## src/rtl/lim_pkg.sv

```systemverilog
// Shared types for the link integrity monitor.
package lim_pkg;
    typedef enum logic {
        LINK_FAIL = 1'b0,
        LINK_PASS = 1'b1
    } link_state_e;
endpackage

```

## src/rtl/lim_pulse_sched.sv

```systemverilog
// Outgoing link pulse scheduler.
// Counts clock edges of transmit silence and raises a one-cycle request each
// time IDLE_TICKS such edges have accumulated. Transmit activity or a
// disabled scheduler sets the count back to zero.
// Assumes IDLE_TICKS >= 2.
module lim_pulse_sched #(
    parameter int IDLE_TICKS = 320000
) (
    input  logic clk,
    input  logic rst_n,
    input  logic enable,
    input  logic tx_active,
    output logic req
);
    localparam int W = $clog2(IDLE_TICKS + 1);
    localparam logic [W-1:0] LAST = W'(IDLE_TICKS - 1);

    logic [W-1:0] idle_cnt;

    // Idle counter and registered request pulse.
    always_ff @(posedge clk) begin
        if (!rst_n) begin
            idle_cnt <= '0;
            req      <= 1'b0;
        end else if (!enable || tx_active) begin
            idle_cnt <= '0;
            req      <= 1'b0;
        end else if (idle_cnt == LAST) begin
            idle_cnt <= '0;
            req      <= 1'b1;
        end else begin
            idle_cnt <= idle_cnt + 1'b1;
            req      <= 1'b0;
        end
    end
endmodule

```

## src/rtl/lim_pulse_counter.sv

```systemverilog
// Consecutive same-polarity link pulse counter, used while the link is down.
// A pulse whose polarity matches the previous one extends the run. Any other
// pulse starts a new run at 1. The hit output goes high in the cycle in which
// the arriving pulse completes a run of THRESH. The run is cleared while
// clear is high.
// Assumes THRESH >= 1.
module lim_pulse_counter #(
    parameter int THRESH = 6
) (
    input  logic clk,
    input  logic rst_n,
    input  logic clear,
    input  logic pulse_vld,
    input  logic pulse_neg,
    output logic hit
);
    localparam int W = $clog2(THRESH + 1);
    localparam logic [W-1:0] TH  = W'(THRESH);
    localparam logic [W-1:0] ONE = W'(1);

    logic [W-1:0] run_cnt;
    logic [W-1:0] run_nxt;
    logic         run_neg;

    // Length of the run after the current pulse, saturating at the threshold.
    always_comb begin
        if (run_cnt != '0 && pulse_neg == run_neg) begin
            run_nxt = (run_cnt == TH) ? run_cnt : run_cnt + 1'b1;
        end else begin
            run_nxt = ONE;
        end
    end

    assign hit = pulse_vld && !clear && (run_nxt == TH);

    // Run length and the polarity of the last pulse.
    always_ff @(posedge clk) begin
        if (!rst_n || clear) begin
            run_cnt <= '0;
            run_neg <= 1'b0;
        end else if (pulse_vld) begin
            run_cnt <= run_nxt;
            run_neg <= pulse_neg;
        end
    end
endmodule

```

## src/rtl/lim_link_ctrl.sv

```systemverilog
// Link state, silence window and receive polarity correction.
// In pass: valid activity restarts a silence counter, and when the counter
// expires the port falls to fail and polarity detection re-arms.
// In fail: a packet end, or a completed pulse run reported by the run
// counter, restores pass and loads the polarity correction.
// Assumes FAIL_TICKS >= 2 and single-cycle event strobes.
module lim_link_ctrl
    import lim_pkg::*;
#(
    parameter int FAIL_TICKS = 1800000
) (
    input  logic        clk,
    input  logic        rst_n,
    input  logic        link_test_en,
    input  logic        auto_pol_en,
    input  logic        pulse_vld,
    input  logic        pulse_neg,
    input  logic        pkt_end,
    input  logic        pkt_neg,
    input  logic        run_hit,
    output link_state_e state,
    output logic        pol_flip
);
    localparam int W = $clog2(FAIL_TICKS + 1);
    localparam logic [W-1:0] LAST = W'(FAIL_TICKS - 1);

    logic [W-1:0] sil_cnt, sil_d;
    link_state_e  state_d;
    logic         flip_d;
    logic         armed, armed_d;
    logic         good_act;

    // Activity that counts as proof of a live link while in pass.
    assign good_act = pkt_end || (pulse_vld && (pulse_neg == pol_flip));

    // Next state, silence count, polarity and arming.
    always_comb begin
        state_d = state;
        sil_d   = sil_cnt;
        flip_d  = pol_flip;
        armed_d = armed;
        if (!link_test_en || state == LINK_PASS) begin
            if (pkt_end && armed) begin
                flip_d  = pkt_neg;
                armed_d = 1'b0;
            end
            if (!link_test_en) begin
                state_d = LINK_PASS;
                sil_d   = '0;
            end else if (good_act) begin
                sil_d = '0;
            end else if (sil_cnt == LAST) begin
                state_d = LINK_FAIL;
                sil_d   = '0;
                armed_d = 1'b1;
            end else begin
                sil_d = sil_cnt + 1'b1;
            end
        end else if (pkt_end) begin
            state_d = LINK_PASS;
            flip_d  = pkt_neg;
            armed_d = 1'b0;
            sil_d   = '0;
        end else if (run_hit) begin
            state_d = LINK_PASS;
            flip_d  = pulse_neg;
            sil_d   = '0;
        end
        if (!auto_pol_en) begin
            flip_d = 1'b0;
        end
    end

    // State registers.
    always_ff @(posedge clk) begin
        if (!rst_n) begin
            state    <= LINK_FAIL;
            sil_cnt  <= '0;
            pol_flip <= 1'b0;
            armed    <= 1'b1;
        end else begin
            state    <= state_d;
            sil_cnt  <= sil_d;
            pol_flip <= flip_d;
            armed    <= armed_d;
        end
    end
endmodule

```

## src/rtl/link_integrity_monitor.sv

```systemverilog
// Top of the per-port link integrity and polarity monitor.
// Ties together the transmit pulse scheduler, the fail-state pulse run
// counter and the link/polarity controller. Link test disable overrides the
// reported status at once. All receive inputs are single-cycle strobes that
// are already synchronous to clk.
module link_integrity_monitor
    import lim_pkg::*;
#(
    parameter int IDLE_TICKS   = 320000,
    parameter int FAIL_TICKS   = 1800000,
    parameter int PULSE_THRESH = 6
) (
    input  logic clk,
    input  logic rst_n,
    input  logic cfg_link_test_en,
    input  logic cfg_pulse_tx_en,
    input  logic cfg_auto_pol_en,
    input  logic rx_pulse_vld,
    input  logic rx_pulse_neg,
    input  logic rx_pkt_end,
    input  logic rx_pkt_neg,
    input  logic tx_active,
    output logic link_pass,
    output logic pol_correct,
    output logic trx_enable,
    output logic lp_tx_req
);
    link_state_e state;
    logic        pol_flip;
    logic        run_hit;

    lim_pulse_sched #(.IDLE_TICKS(IDLE_TICKS)) i_sched (
        .clk       (clk),
        .rst_n     (rst_n),
        .enable    (cfg_pulse_tx_en),
        .tx_active (tx_active),
        .req       (lp_tx_req)
    );

    lim_pulse_counter #(.THRESH(PULSE_THRESH)) i_run (
        .clk       (clk),
        .rst_n     (rst_n),
        .clear     (state == LINK_PASS),
        .pulse_vld (rx_pulse_vld),
        .pulse_neg (rx_pulse_neg),
        .hit       (run_hit)
    );

    lim_link_ctrl #(.FAIL_TICKS(FAIL_TICKS)) i_ctrl (
        .clk          (clk),
        .rst_n        (rst_n),
        .link_test_en (cfg_link_test_en),
        .auto_pol_en  (cfg_auto_pol_en),
        .pulse_vld    (rx_pulse_vld),
        .pulse_neg    (rx_pulse_neg),
        .pkt_end      (rx_pkt_end),
        .pkt_neg      (rx_pkt_neg),
        .run_hit      (run_hit),
        .state        (state),
        .pol_flip     (pol_flip)
    );

    // Reported status, with the link test override applied.
    assign link_pass   = (state == LINK_PASS) || !cfg_link_test_en;
    assign trx_enable  = link_pass;
    assign pol_correct = !pol_flip;
endmodule

```

## config.mk

```make
export PLATFORM = sky130hd
export DESIGN_NAME = link_integrity_monitor
export DESIGN_NICKNAME = d
export VERILOG_FILES = /design/src/rtl/lim_pkg.sv /design/src/rtl/lim_pulse_sched.sv /design/src/rtl/lim_pulse_counter.sv /design/src/rtl/lim_link_ctrl.sv /design/src/rtl/link_integrity_monitor.sv
export SDC_FILE = /design/constraint.sdc
export NUM_CORES = 1
export LEC_CHECK = 0
export BUFFER_PORTS_ARGS = -buffer_cell sky130_fd_sc_hd__clkbuf_2
export CELL_PAD_IN_SITES_DETAIL_PLACEMENT = 0
export CELL_PAD_IN_SITES_GLOBAL_PLACEMENT = 1
export CORE_MARGIN = 2
export CORE_UTILIZATION = 46
export DETAILED_ROUTE_END_ITERATION = 8
export PLACE_DENSITY_LB_ADDON = 0.1
export SETUP_SLACK_MARGIN = 0.1
export SKIP_LAST_GASP = 1
export SLEW_MARGIN = 30
export SYNTH_ARGS = -nofsm -noshare
export SYNTH_HDL_FRONTEND = slang
export SYNTH_SLANG_ARGS = --single-unit
```

## constraint.sdc

```tcl
create_clock -name clk -period 3.3 [get_ports clk]
set_clock_uncertainty 0.2 [all_clocks]
set_input_delay 0.165 -clock clk [delete_from_list [all_inputs] [get_ports clk]]
set_output_delay 0.165 -clock clk [all_outputs]
set_load 0.05 [all_outputs]
```

==> flow_summary.yaml <==
yosys:
  synth-simple-area-share: 0.2917
  ys.warnings.count: 0
  ys_async_sr_fraction: 0
  synth_top_area_frac: 0.3869
  synthXorXnorAreaFrac: 0.07003
  synth_top_family_by_area: "simple AND/OR/NAND/NOR gates"
  synthCells: 292
  synth_fa_ha_area_frac: 0.02519
  ys_top_cells_by_area: "dfxtp_1, nor2_1, o31ai_1"
  ys_ff_latch: 48
  synth-compound-area-share: 0.1597
  synth_edf_count: 0
  muxShareOfSynthArea: 0.008060
  seq_area_frac_synth: 0.3869
  synth_area_um2: 2484
  yosysTopAreaCell: "dfxtp_1"
  synth_area_per_cell_um2: 8.506
  synth_cell_type_count: 51
  syn_nets: 307
  synth_flop_cell: "dfxtp_1"
outcome:
  status: "finished clean"
detailed_routing:
  via_per_inst: 5.627
  vias: 2110
  drcViolationCount: 0
  firstDrtPassIters: 4
  ant_nets: 0
  drt-initial-drc-count: 74
  wirelength_um: 5169
  routedWlPerCell_um: 13.78
clock_network:
  postCtsSetupRepairBufs: 0
  cts_sinks: 48
  clock_path_buffers: 2
  root_buffer: "clkbuf_8"
  h-tree-depth: 2
  cts_made_buffers: 5
  path_clk_slew_ns: 0.09
  clk_latency_ns: 0.31
  tritoncts: "done"
sta:
  worst_pin_slew_ns: 0.6887
  max_freq_mhz: 384.2
  tns_ns: 0
  fin_ws_ns: 0.6973
  rsz0062_at_grt: "false"
  min_period_ns: 2.603
  finalSetupViolations: 0
  relSlewSlack: 0.5409
  hold_violations: 0
  post-route-period-util: 0.7887
  final_max_slew_viol_count: 0
  whs_ns: 0.02168
cells_and_area:
  multi_input_area_um2: 1381
  fin_cells: 375
  syn2layout_area_growth_pct: 9.572
  fill_cells: 513
  n_antenna_cell: 0
  regArea_um2: 960.9
  drive_above_1_share: 0.1016
  layout_common_cells: "dfxtp_1, nor2_1, nand3_1"
  fin_util: 0.5261
  nets: 319
  final_common_cell: "dfxtp_1"
die:
  core_area_um2: 5172
  die_w_um: 77.48
  die-area_um2: 6003
  start_util: 0.4802
  die_h_um: 77.48
  rows: 26
  pin_count: 14
worst_setup_path:
  start_kind: "register"
  crit_arrival_ns: 2.64
  required_ns: 3.34
  cp_max_fo: 41
  path_class: "register to register"
  crit_path_end_kind: "register"
placed_design:
  gp_congestion: 0.7602
  place_hpwl_um: 3573
  dp_cells: 363
  io_buffers: 13
  pre_cts_ws_ns: 0.7121
run:
  maxCapViolCount: 0
global_routing:
  grt_max_degree: 42
  grt_pass1_wl_um: 9108
  grtUsageMet1: 0.2627
  track_usage: 0.1875
  grt_pass1_vias: 1974
  grt_use_met3: 0.03837
  overflow: 0
  top_usage_layer: "met2"
  use_met2: 0.2843
  antenna_found_initial: 0
worst_hold_path:
  hold_class: "primary input to register"
power:
  power_density_nw_per_um2: 400.9
  p_leak_nw: 0.8320
  peakVddDrop_mv: 0.1481
-- layout make-up --
class | count | area share
Clock buffer | 5 | 0.02529
Clock inverter | 3 | 0.01701
Inverter | 15 | 0.02069
Multi-Input combinational cell | 215 | 0.5076
Sequential cell | 48 | 0.3531
Tap cell | 70 | 0.03218
Timing Repair Buffer | 19 | 0.04414
-- flip-flops by register name (all words and copies together) (netlist names) --
register          count
i_run.run_neg         1
i_ctrl.sil_cnt       21
i_sched.idle_cnt     19
i_run.run_cnt         3
i_ctrl.armed          1
i_ctrl.pol_flip       1
i_ctrl.state          1
i_sched.req           1
-- worst paths after layout --
check	startpoint	to	slack (ns)	cells after the start
min reg2reg	i_ctrl.sil_cnt[14]	i_ctrl.sil_cnt[14]	0.29	2
max	i_run.run_cnt[0]	i_ctrl.sil_cnt[11]	0.70	8
max reg2reg	i_run.run_cnt[0]	i_ctrl.sil_cnt[11]	0.70	8
min	cfg_pulse_tx_en	i_sched.req	0.02	3
-- power by group --
part / internal [mW] / leakage (nW) / switching (mW)
Combinational: 0.0217 / 0.389 / 0.0423
Sequential: 0.583 / 0.388 / 0.00496
Clock: 0.228 / 0.0548 / 0.211
Total: 0.833 / 0.832 / 0.258
-- cell families after synthesis --
logic type,after synthesis
buffers and inverters,29
AOI/OAI and AO/OA,58
adders and majority gates,5
DFF,48
and+or+nand+nor,131
muxes,2
xor gates and xnor gates,19
-- cells in the mapped netlist (all sizes together) (5+ instances only) --
cell / instances
nor2: 37
or4b: 5
nand4: 10
nand2: 16
nor3: 5
ha: 5
dfxtp: 48
o31ai: 14
a21oi: 18
xor2: 8
nand3: 20
o21ai: 5
xnor2: 11
inv: 15
or4: 14
buf: 10
-- routing by layer --
metal  wire (um)  part of all wire
met2        2208              0.43
met4          82             0.016
met3         193             0.037
met5           0                 0
met1        2685              0.52
-- through the flow --
step,power (mW),cell area [um^2]
after detailed placement,0.6622,2562
final,1.091,2721
after floorplan,0.6475,2484
after global routing,1.138,2721
after CTS,1.112,2718
after global placement,0.6621,2562
-- repair_timing --
item                       in CTS  in global routing
setup endpoints to repair       0                  0
gates resized for setup         0                  0
hold endpoints to repair        3                  0
hold buffers                    4                  0
-- worst max-delay path, cell delays in order, from the launching register on --
cell and delay, ns:
dfxtp_1 0.40, inv_1 0.08, ha_1 0.24, a21boi_1 0.24
o21ai_1 0.16, o31a_1 0.26, buf_4 0.25, or4b_1 0.53
a21oi_1 0.17
Power figures use the tool's default switching activity.
